--- src/rtl/serial_reg_port.sv ---
module serial_reg_port #(
  parameter int DW       = 24,
  parameter int ONES_RST = 32
) (
  input  logic          clk,
  input  logic          rst_n,
  input  logic          sclk,
  input  logic          din,
  input  logic          drdy_n,
  output logic          dout,
  output logic [2:0]    rf_raddr,
  input  logic [DW-1:0] rf_rdata,
  output logic          rf_we,
  output logic [2:0]    rf_waddr,
  output logic [DW-1:0] rf_wdata,
  output logic          reset_req
);
  localparam int CW = $clog2(DW + 1);
  localparam int OW = $clog2(ONES_RST + 1);
  localparam int W_BYTE = 8;
  localparam int W_WORD = 16;
  localparam logic [7:0] EXIT_CMD = 8'h58;

  typedef enum logic [1:0] {ST_CMD, ST_WR, ST_ARM, ST_RD} st_t;

  st_t            st;
  logic           sclk_q;
  logic [CW-1:0]  cnt;
  logic [5:0]     cmd_sh;
  logic [2:0]     addr;
  logic           cont;
  logic [DW-1:0]  sh;
  logic [OW-1:0]  ones;
  logic [7:0]     mon;

  function automatic logic [CW-1:0] width_of(input logic [2:0] a);
    case (a)
      3'd1, 3'd2:       width_of = CW'(W_WORD);
      3'd3, 3'd6, 3'd7: width_of = CW'(DW);
      default:          width_of = CW'(W_BYTE);
    endcase
  endfunction

  wire rise = sclk & ~sclk_q;
  wire fall = ~sclk & sclk_q;
  wire [CW-1:0] cur_w = width_of(addr);
  wire [CW-1:0] cmd_w = width_of(cmd_sh[4:2]);
  wire [DW-1:0] aligned = rf_rdata << (DW - int'(cur_w));
  wire [DW-1:0] wmask = ~({DW{1'b1}} << cur_w);
  wire ones_hit = rise && din && (ones == OW'(ONES_RST - 1));
  wire exit_hit = rise && cont && !drdy_n && ({mon[6:0], din} == EXIT_CMD);

  assign rf_raddr = addr;
  assign rf_waddr = addr;

  always_ff @(posedge clk) begin
    if (!rst_n) begin
      st <= ST_CMD;
      sclk_q <= 1'b1;
      cnt <= '0;
      cmd_sh <= '0;
      addr <= '0;
      cont <= 1'b0;
      sh <= '0;
      ones <= '0;
      mon <= '0;
      dout <= 1'b0;
      rf_we <= 1'b0;
      rf_wdata <= '0;
      reset_req <= 1'b0;
    end else begin
      sclk_q <= sclk;
      rf_we <= 1'b0;
      reset_req <= 1'b0;
      if (rise) begin
        mon <= {mon[6:0], din};
        if (!din) ones <= '0;
        else if (ones != OW'(ONES_RST)) ones <= ones + 1'b1;
      end
      if (ones_hit) begin
        st <= ST_CMD;
        cnt <= '0;
        cont <= 1'b0;
        reset_req <= 1'b1;
      end else if (exit_hit) begin
        st <= ST_CMD;
        cnt <= '0;
        cont <= 1'b0;
      end else begin
        case (st)
          ST_CMD: if (rise && !(cnt == '0 && din)) begin
            cmd_sh <= {cmd_sh[4:0], din};
            if (cnt == CW'(7)) begin
              cnt <= '0;
              addr <= cmd_sh[4:2];
              if (cmd_sh[5]) begin
                st <= ST_ARM;
                cont <= (cmd_sh[4:2] == 3'd3) && cmd_sh[1];
                mon <= '0;
              end else if (cmd_sh[4:2] != 3'd0 && cmd_w != '0) begin
                st <= ST_WR;
              end
            end else begin
              cnt <= cnt + 1'b1;
            end
          end
          ST_WR: if (rise) begin
            sh <= {sh[DW-2:0], din};
            if (cnt == cur_w - 1'b1) begin
              rf_we <= 1'b1;
              rf_wdata <= {sh[DW-2:0], din} & wmask;
              st <= ST_CMD;
              cnt <= '0;
            end else begin
              cnt <= cnt + 1'b1;
            end
          end
          ST_ARM: if (fall) begin
            dout <= aligned[DW-1];
            sh <= aligned << 1;
            cnt <= CW'(1);
            st <= ST_RD;
          end
          ST_RD: if (fall && cnt != cur_w) begin
            dout <= sh[DW-1];
            sh <= sh << 1;
            cnt <= cnt + 1'b1;
          end else if (rise && cnt == cur_w) begin
            st <= cont ? ST_ARM : ST_CMD;
            cnt <= '0;
          end
          default: st <= ST_CMD;
        endcase
      end
    end
  end


  dout_edge_chk: assert property (@(posedge clk) disable iff (!rst_n)
    !fall |=> $stable(dout));


  we_single_chk: assert property (@(posedge clk) disable iff (!rst_n)
    rf_we |=> !rf_we);


  we_from_wr_chk: assert property (@(posedge clk) disable iff (!rst_n)
    rf_we |-> $past(st == ST_WR));


  cont_exit_chk: assert property (@(posedge clk) disable iff (!rst_n)
    ($fell(cont) && !reset_req) |-> $past(!drdy_n));


  rst_pulse_chk: assert property (@(posedge clk) disable iff (!rst_n)
    reset_req |=> !reset_req);


  rst_idle_chk: assert property (@(posedge clk) disable iff (!rst_n)
    reset_req |-> (st == ST_CMD && !cont && cnt == '0));


  rst_on_one_chk: assert property (@(posedge clk) disable iff (!rst_n)
    reset_req |-> $past(din));
endmodule

--- config.mk ---
export PLATFORM = sky130hd
export DESIGN_NAME = serial_reg_port
export DESIGN_NICKNAME = d
export VERILOG_FILES = /design/src/rtl/serial_reg_port.sv
export SDC_FILE = /design/constraint.sdc
export NUM_CORES = 1
export LEC_CHECK = 0
export ABC_AREA = 1
export BUFFER_PORTS_ARGS = -buffer_cell sky130_fd_sc_hd__buf_2
export CORE_AREA = 2 2 102 128
export CTS_CLUSTER_SIZE = 28
export DETAILED_ROUTE_END_ITERATION = 10
export DIE_AREA = 0 0 104 130
export SLEW_MARGIN = 15
export SYNTH_ARGS = -nofsm -noshare
export SYNTH_HDL_FRONTEND = slang
export SYNTH_SLANG_ARGS = --single-unit
--- constraint.sdc ---
create_clock -name clk -period 4.5 [get_ports clk]
set_clock_uncertainty 0.2 [all_clocks]
set_input_delay 0.9 -clock clk [delete_from_list [all_inputs] [get_ports clk]]
set_output_delay 0.9 -clock clk [all_outputs]
set_load 0.01 [all_outputs]
Yosys cells after proc, flatten, opt, wreduce, memory -nomap -nowiden
Index checks and enable logic that the tools add are counted.
{"block": "op_classes", "magnitude_cmp": 0, "n_mul": 0, "n_shift": 2, "eq_ne": 31, "n_mux": 39, "reduce_logical": 34, "div": 0, "addsub": 4, "bitwise": 11}
{"op": "$mux 24", "count": 3}
{"op": "$pmux 24 s3", "count": 1}
{"op": "$mux 8", "count": 7}
{"op": "$mux 5", "count": 7}
{"op": "$shl 24x32->24", "count": 1}
{"op": "$and 24x24->24", "count": 1}
{"op": "$not 24->24", "count": 1}
{"op": "$shl 24x5->24 const A", "count": 1}
{"op": "$mux 2", "count": 10}
{"op": "$pmux 5 s2", "count": 2}
{"op": "$pmux 5 s4", "count": 1}
{"op": "$ne 2x2->1 const B", "count": 8}
{"op": "$reduce_and 5->1", "count": 3}
{"op": "$eq 3x2->1 const B", "count": 4}
{"op": "$eq 3x3->1 const B", "count": 4}
{"op": "$mux 6", "count": 2}
{"op": "$reduce_and 4->1", "count": 3}
{"op": "$logic_and 1x1->1", "count": 11}
{"op": "$eq 5x5->1", "count": 2}
{"op": "$reduce_or 3->1", "count": 3}
{"op": "$eq 8x7->1 const B", "count": 1}
{"op": "$pmux 2 s4", "count": 1}
{"op": "$reduce_and 8->1", "count": 1}
{"op": "$not 1->1", "count": 7}
{"op": "other kinds (26)", "count": 36}
{"block": "word_totals", "memories": 0, "in_bits": 29, "mem_bits_ro": 0, "mem_bits_rw": 0, "output_inout_bits": 33, "elab_cells": 134, "latch_bits": 0, "regBits": 83}

Longest topological paths before layout
Gate-level depths: netlist of the first run.
{"block": "depth", "ltp_word": 10, "mapped_depth": 14, "mapped_depth_nobuf": 13}

Worst setup path before layout of the first run
OpenSTA, ideal clock, no wires.
{"block": "synth_timing", "path_type": "in2reg", "start": "input sclk", "end": "register sh[12]", "setup_ns": 0.114, "path_stages": 11, "t_required_ns": 4.186, "slack_ns": 2.110, "t_arrival_ns": 2.076, "cell_sequence": "nand2_2 -> nor2_1 -> nand3_1 -> nand2_2 -> nor2_2 -> and2_4 -> buf_6 -> buf_6 -> nand2_1 -> nand2_1 -> nor2_2"}
{"block": "synth_via", "elab_chain_len": 6, "word_cells_on_any_way": 15, "cone_classes": "3 x eq/ne; 5 x bitwise; 7 x reduce/logical"}
{"item": "start: declaration", "line": "7", "rtl": "input logic sclk,"}
{"item": "$and 1x1->1", "line": "44", "rtl": "wire rise = sclk & ~sclk_q;"}
{"item": "$logic_and 1x1->1 (3 in a row)", "line": "51", "rtl": "wire exit_hit = rise && cont && !drdy_n && ({mon[6:0], din} == EXIT_CMD);"}
{"item": "$not 1->1 (no line)"}
{"item": "$reduce_and 6->1 (no line) *"}
{"item": "end signal: assignment", "line": "108", "rtl": "sh <= {sh[DW-2:0], din};"}
{"item": "end signal: assignment", "line": "120", "rtl": "sh <= aligned << 1;"}
{"item": "end signal: assignment", "line": "126", "rtl": "sh <= sh << 1;"}
{"item": "end: declaration", "line": "32", "rtl": "logic [DW-1:0] sh;"}
Mark *: on every way between the ends. The rest lies on a longest branch, timed or not.
A chain may end at the register's enable or synchronous reset.

Worst setup path after layout of the first run
{"block": "layout_timing", "start": "register addr[1] (netlist: rf_raddr[1])", "end": "register sh[12]"}
{"block": "layout_via", "elab_chain_len": 7, "word_cells_on_any_way": 16, "cone_classes": "1 x add/sub; 7 x eq/ne; 1 x shift; 3 x mux; 4 x reduce/logical"}
{"item": "start: declaration", "line": "30", "rtl": "logic [2:0] addr;"}
{"item": "start signal: assignment", "line": "95", "rtl": "addr <= cmd_sh[4:2];"}
{"item": "$eq 3x2->1, or another cell as far along", "line": "37", "rtl": "case (a)"}
{"item": "$reduce_or 3->1 / $reduce_or 2->1 (equally long branches)", "line": "37"}
{"item": "$pmux 5 s2 *", "line": "37"}
{"item": "$sub 5x5->6 / $ne 5x5->1 (equally long branches)", "line": "48, 124"}
{"item": "$shl 24x32->24 / $logic_and 1x1->1 (equally long branches)", "line": "48, 124"}
{"item": "$mux 24 / $ne 2x2->1 (equally long branches)"}
{"item": "$pmux 24 s3 / $reduce_and 6->1 (equally long branches)"}
Mark *: on every way between the ends. The rest lies on a longest branch, timed or not. The select of a mux whose other input is x is not followed.

==> results of run 1 <==
report_power, final:
part           internal (µW)  switching [µW]  total, µW  leakage [µW]
Combinational           28.7            53.8       82.6       0.00133
Clock                    516             293        810      0.000163
Sequential               733            5.16        738      0.000662
per-stage QoR:
stage | hold slack [ns] | setup slack, ns
after floorplan | 0.251 | 2.11
after global placement | 0.256 | 1.67
after detailed placement | 0.259 | 1.58
after CTS | 0.269 | 1.88
after global routing | 0.285 | 1.52
final | 0.268 | 1.90
state kept, by name, summed over array words and instances, names as in the netlist:
name / count
reset_req: 1
dout: 1
mon: 7
rf_raddr: 3
st: 2
sh: 24
rf_wdata: 24
cnt: 5
rf_we: 1
cmd_sh: 6
ones: 6
cont: 1
sclk_q: 1
cells in the mapped netlist (all sizes together):
cell type	instances
a211oi	11
nand4	32
inv	59
a41oi	1
o21ai	16
o211ai	1
buf	19
clkinv	1
or2	2
and2	1
ha	4
nor2	113
nor3b	2
dfxtp	82
a22oi	8
clkbuf	10
xor2	1
o21bai	1
o211a	1
nand2	174
nor3	13
nand3	42
nor4	4
a21oi	22
a21boi	1
o221ai	7
routing by layer:
metal,vias to the layer above,share of wire (%)
li1,2149,-
met1,1873,45
met2,139,45
met3,17,7.1
met4,0,2.1
met5,-,0
cell families (layout without fill, tap and decap cells):
kind of cell / Yosys count / count (layout)
buffers and inverters: 89 / 139
adders and majority gates: 4 / 4
DFF: 82 / 82
AOI/OAI and AO/OA: 69 / 69
and+or+nand+nor: 383 / 383
xor gates and xnor gates: 1 / 1
worst max-delay path, stage by stage, from the launching register on:
cell,delay (ns)
dfxtp_1,0.48
inv_1,0.07
nand2_1,0.13
nand3_2,0.36
nand2_1,0.16
nand2_1,0.11
nand3_4,0.10
nand2_2,0.08
nand2_4,0.13
and2_4,0.43
nand2_1,0.10
nand2_1,0.09
nor2_2,0.04
final cells by class:
type                            count  share of cell area, %
Clock inverter                      4                   1.50
Multi-Input combinational cell    457                   44.6
Tap cell                          168                   4.27
Timing Repair Buffer               63                   6.51
Inverter                           60                   4.58
Clock buffer                       12                   5.21
Sequential cell                    82                   33.4
worst paths after layout:
kind | start | endpoint | slack [ns] | cells past startpoint
max reg2reg | rf_raddr[1]$_SDFFE_PN0P_ | sh[12]$_SDFFE_PN0P_ | 1.90 | 12
min | rf_wdata[15]$_SDFFE_PN0P_ | rf_wdata[15]$_SDFFE_PN0P_ | 0.27 | 2
min reg2reg | rf_wdata[15]$_SDFFE_PN0P_ | rf_wdata[15]$_SDFFE_PN0P_ | 0.27 | 2
max | rf_raddr[1]$_SDFFE_PN0P_ | sh[12]$_SDFFE_PN0P_ | 1.90 | 12
==> results.md, run 1 <==
- Clock H-tree levels: 3
- Compound-cell area share of the yosys netlist: 10.6%
- Finished Cell Area: 4920 µm²
- Sequential Area: 1640 µm²
- CTS tree: yes
- Final wirelength: 11100 µm
- Total grt overflow: 0
- Startpoint Class: flop
- Share of layout cells above drive strength 1: 15.8%
- Commonest non-fill, non-tap cells in the layout: nand2_1, nor2_1, dfxtp_1, buf_2, inv_1
- Clk pin slew, worst setup/hold paths: 0.06 ns
- RSZ-0062 raised after global routing: no
- Slew margin rel.: 50.8%
- # placed instances: 830
- TritonCTS Sinks: 82
- Minimum clock period: 2.60 ns
- Number of iterations in the first detailed-routing pass: 5
- Initial antenna violation count: 0
- Hpwl dp: 8050 µm
- Status: finished, final reports clean
- DR WL/cell: 13.1 µm
- Avg Synthesized Cell Area: 6.74 µm²
- Core area: 12400 µm²
- Die area: 13500 µm²
- Maxcap violations: 0
- Main combinational cell family by area after synthesis: simple AND/OR/NAND/NOR gates
- Post_cts resized: 0
- Syn nets: 661
- Mapped Area: 4230 µm²
- Number of synthesized register bits: 82
- Placed cell areas: 4590 µm²
- GR Layer Usage met1: 22.4%
- Gpl congestion: 0.855
- # port buffers: 61
- Synth Instances: 628
- Fmax: 385 MHz
- Global route hottest layer: met2
- Slew @ Worst Pin: 0.738 ns
- Yosys top cell by area: dfxtp_1
- DRC Markers: 0
- Vias in the first global route: 3883
- Fill count: 1337
- Critical path class: flop to flop
- Period utilization: 57.8%
- Simple-Gate Fraction of Synth Area: 39.9%
- Multi-input gate area: 2190 µm²
- Antenna diodes: 0
- Largest net degree at the start of global routing: 74
- Post-CTS Repair Setup Buffers: 0
- IO Count: 62
- Count of final hold-check violations: 0
- Worst EP required: 4.54 ns
- Clock root buffer master: clkbuf_16
- Area Overhead vs Synth: 16.4%
- Yosys top cell area share: 38.8%
- Commonest non-fill, non-tap cell in the layout: nand2_1
- Global routing usage on met3: 3.75%
- Hold buffer count at CTS: 0
- Power density over cell area: 331 nW/µm²
- Post-Synth Adder-Cell Area: 1.18%
- Synth top area cells: dfxtp_1, nand2_1, nor2_1, nand3_1, nand4_1
- CP Capture Type: flop
- Row count: 46
- Clk_lat worst skew: 0.34 ns
- Final core utilization: 39.6%
- Min-delay worst type: flop to flop
- Leak: 0.00216 µW
- Pwr Total: 1630 µW
- Starting density of the core: 34.0%
- Post-synthesis mux area share: 0%
- Max FO, Critical Path: 41
- Distinct cells, synth: 38
- ANT nets after route: 0
- Nets: 706
- Gr usage total: 17.1%
- Setup TNS: 0 ns
- Die width: 104 µm
- Count of pins over their slew limit: 0
- VDD IR max: 0.000185 V
- Max clock buf depth: 2
- Cts bufs inserted: 9
- Non-filler cells, final: 846
- CP arrival: 2.64 ns
- Final setup viols: 0
- Initial DRC count: 204
- Xor and xnor area share after synthesis: 0.207%
- Vias per inst: 4.94
- First-pass GRT wire length: 18700 µm
- Register area share after synthesis: 38.8%
- Via count: 4178
- M2 GR Usage: 27.7%
- Die boundary height: 130 µm
- Synth warn: 0
(Power assumes the default switching activity.)
==> run 2, diff against run 1 <==
clock period = 2.43 ns   (was 4.5 ns; I/O delays follow)
==> run 2 against run 1 <==
- design area rose by 2.7%
- via count rose by 2.7%
- critical path depth did not move
- total power rose by 73%
- global-route usage rose by 0.37 points
- clock power rose by 60%
- first-iteration DRC count rose by 18%
- sequential share of layout area fell by 0.88 points
- sequential cell count did not move
- final cell count rose by 2.8%
- largest power group is now registers
- highest routed layer unchanged
==> results.md, run 2 (synthesis results as in run 1) <==
- Status: finished, final reports clean
- Nets: 730 (+3.4%)
- FF-to-FF path depth: 12 (unchanged)
- CP Capture Type: flop
- Worst hold slack: 0.193 ns (-0.0747 ns)
- Number of iterations in the first detailed-routing pass: 5 (unchanged)
- Core area: 12400 µm² (unchanged)
- Die area: 13500 µm² (unchanged)
- Clock H-tree levels: 3 (unchanged)
- Initial antenna violation count: 0 (unchanged)
- Final wirelength: 11500 µm (+3.6%)
- Vias per inst: 4.93 (-0.18%)
- Total grt overflow: 0 (unchanged)
- # placed instances: 854 (+2.9%)
- Routed wl met3: 653 µm (-17%)
- Count of pins over their slew limit: 0 (unchanged)
- Max clock buf depth: 2 (unchanged)
- Flop2flop setup slack: 0.18 ns (-1.72 ns)
- Worst setup margin: 0.179 ns (-1.72 ns)
- Commonest non-fill, non-tap cells in the layout: nand2_1, nor2_1, dfxtp_1, buf_2, inv_1
- Pwr Total: 2830 µW (+73%)
- Vias in the first global route: 3978 (+2.4%)
- Commonest non-fill, non-tap cell in the layout: nand2_1
- Via count: 4289 (+2.7%)
- Share of layout cells above drive strength 1: 18.8% (+3.0 points)
- Antenna diodes: 0 (unchanged)
- Startpoint Class: flop
- Top Metal Used: met4
- DR WL/cell: 13.2 µm (+0.76%)
- Die width: 104 µm (unchanged)
- ANT nets after route: 0 (unchanged)
- Slew margin rel.: 62.7% (+12 points)
- # port buffers: 61 (unchanged)
- CP startpoint: rf_raddr[0]$_SDFFE_PN0P_
- Clk pin slew, worst setup/hold paths: 0.07 ns (about the same)
- Multi-input gate area: 2200 µm² (+0.23%)
- RSZ-0062 raised after global routing: no
- DRC Markers: 0 (unchanged)
- Clk_lat worst skew: 0.35 ns (about the same)
- Area Overhead vs Synth: 19.5%
- Max FO, Critical Path: 41 (unchanged)
- Fill count: 1316 (-1.6%)
- Hpwl dp: 8530 µm (+6.0%)
- IO Count: 62 (unchanged)
- CTS tree: yes
- Maxcap violations: 0 (unchanged)
- Largest registers: rf_wdata: 24 flops, sh: 24 flops, mon: 7 flops
- Die boundary height: 130 µm (unchanged)
- CP arrival: 2.29 ns (-0.35 ns)
- Cts bufs inserted: 9 (unchanged)
- Fmax: 444 MHz (+16%)
- Count of final hold-check violations: 0 (unchanged)
- Post_cts resized: 0 (unchanged)
- Worst Setup EP: sh[12]$_SDFFE_PN0P_
- Sequential Area: 1640 µm² (unchanged)
- Non-filler cells, final: 870 (+2.8%)
- Place WS: -0.00166 ns (-1.58 ns)
- Min-delay worst type: primary input to flop
- Leak: 0.00224 µW (+3.9%)
- WL met1: 5290 µm (+4.8%)
- Slew @ Worst Pin: 0.553 ns (-0.185 ns)
- Largest net degree at the start of global routing: 42 (-43%)
- Period utilization: 92.6% (+35 points)
- VDD IR max: 0.000282 V (+52%)
- WL met2: 5250 µm (+3.9%)
- Post-CTS Repair Setup Buffers: 0 (unchanged)
- Gpl congestion: 0.902 (+5.5%)
- Worst R2R End: sh[12]$_SDFFE_PN0P_
- Power density over cell area: 559 nW/µm² (+69%)
- Starting density of the core: 34.0% (unchanged)
- Clock root buffer master: clkbuf_16
- Gr usage total: 17.5% (+0.37 points)
- Hold buffer count at CTS: 0 (unchanged)
- Critical path class: flop to flop
- First-pass GRT wire length: 19200 µm (+2.3%)
- R2R Path Start: rf_raddr[0]$_SDFFE_PN0P_
- Initial DRC count: 240 (+18%)
- Worst EP required: 2.47 ns (-2.07 ns)
- Row count: 46 (unchanged)
- Final setup viols: 0 (unchanged)
- Minimum clock period: 2.25 ns (-0.349 ns)
- TritonCTS Sinks: 82 (unchanged)
## run 2: cell types whose count changed in the layout (fill, tap and decap cells not counted), sizes merged
cell	before	now
buf	63	87
clkinvlp	0	3
clkbuf	12	9
bufinv	2	0
inv	59	61
## run 2: metal layers
metal | vias up | track usage (%)
met4 | 0 | 7.79
li1 | 2198 | -
met5 | - | 0
met2 | 130 | 28.4
met1 | 1936 | 22.3
met3 | 25 | 4.10
## run 2: worst min-delay path by stage
stage / from / endpoint / cells after the start
after floorplan: mon[0]$_SDFF_PN0_ / mon[0]$_SDFF_PN0_ / 2
after global placement: rf_wdata[16]$_SDFFE_PN0P_ / rf_wdata[16]$_SDFFE_PN0P_ / 2
after detailed placement: rf_wdata[17]$_SDFFE_PN0P_ / rf_wdata[17]$_SDFFE_PN0P_ / 2
after CTS: sclk / sclk_q$_SDFF_PN1_ / 2
after global routing: sclk / sclk_q$_SDFF_PN1_ / 2
final: sclk / sclk_q$_SDFF_PN1_ / 2
## run 2: area by class of cell
| cell class | count | area share, % |
|---|---|---|
| Multi-Input combinational cell | 457 | 43.5 |
| Tap cell | 168 | 4.16 |
| Clock inverter | 7 | 1.06 |
| Sequential cell | 82 | 32.5 |
| Clock buffer | 9 | 4.45 |
| Timing Repair Buffer | 87 | 9.90 |
| Inverter | 60 | 4.45 |
## run 2: through the flow
stage / cell area [µm²] / setup TNS, ns / util, %
2_1_floorplan: 4230 / 0 / -
3_3_place_gp: 4770 / 0 / 38.4
3_5_place_dp: 4770 / -0.00166 / 38.4
4_1_cts: 5050 / 0 / 40.6
5_1_grt: 5060 / 0 / 40.7
6_report: 5060 / 0 / 40.7
## run 2: worst max-delay path: stages, from the launching register on
cell and delay [ns]:
dfxtp_1 0.48, inv_2 0.09, nand2_1 0.12, nand3_2 0.10, nand2_1 0.07, nand2_1 0.10
nand3_4 0.09, nand2_2 0.08, nand2_4 0.14, and2_4 0.44, nand2_1 0.11, nand2_1 0.10
nor2_2 0.04
## run 2: where the power goes
group	leakage, µW	internal, µW	switching (µW)
Combinational	0.00145	59.9	101
Clock	0.000128	699	599
Sequential	0.000662	1360	9.12
Total	0.00224	2120	710
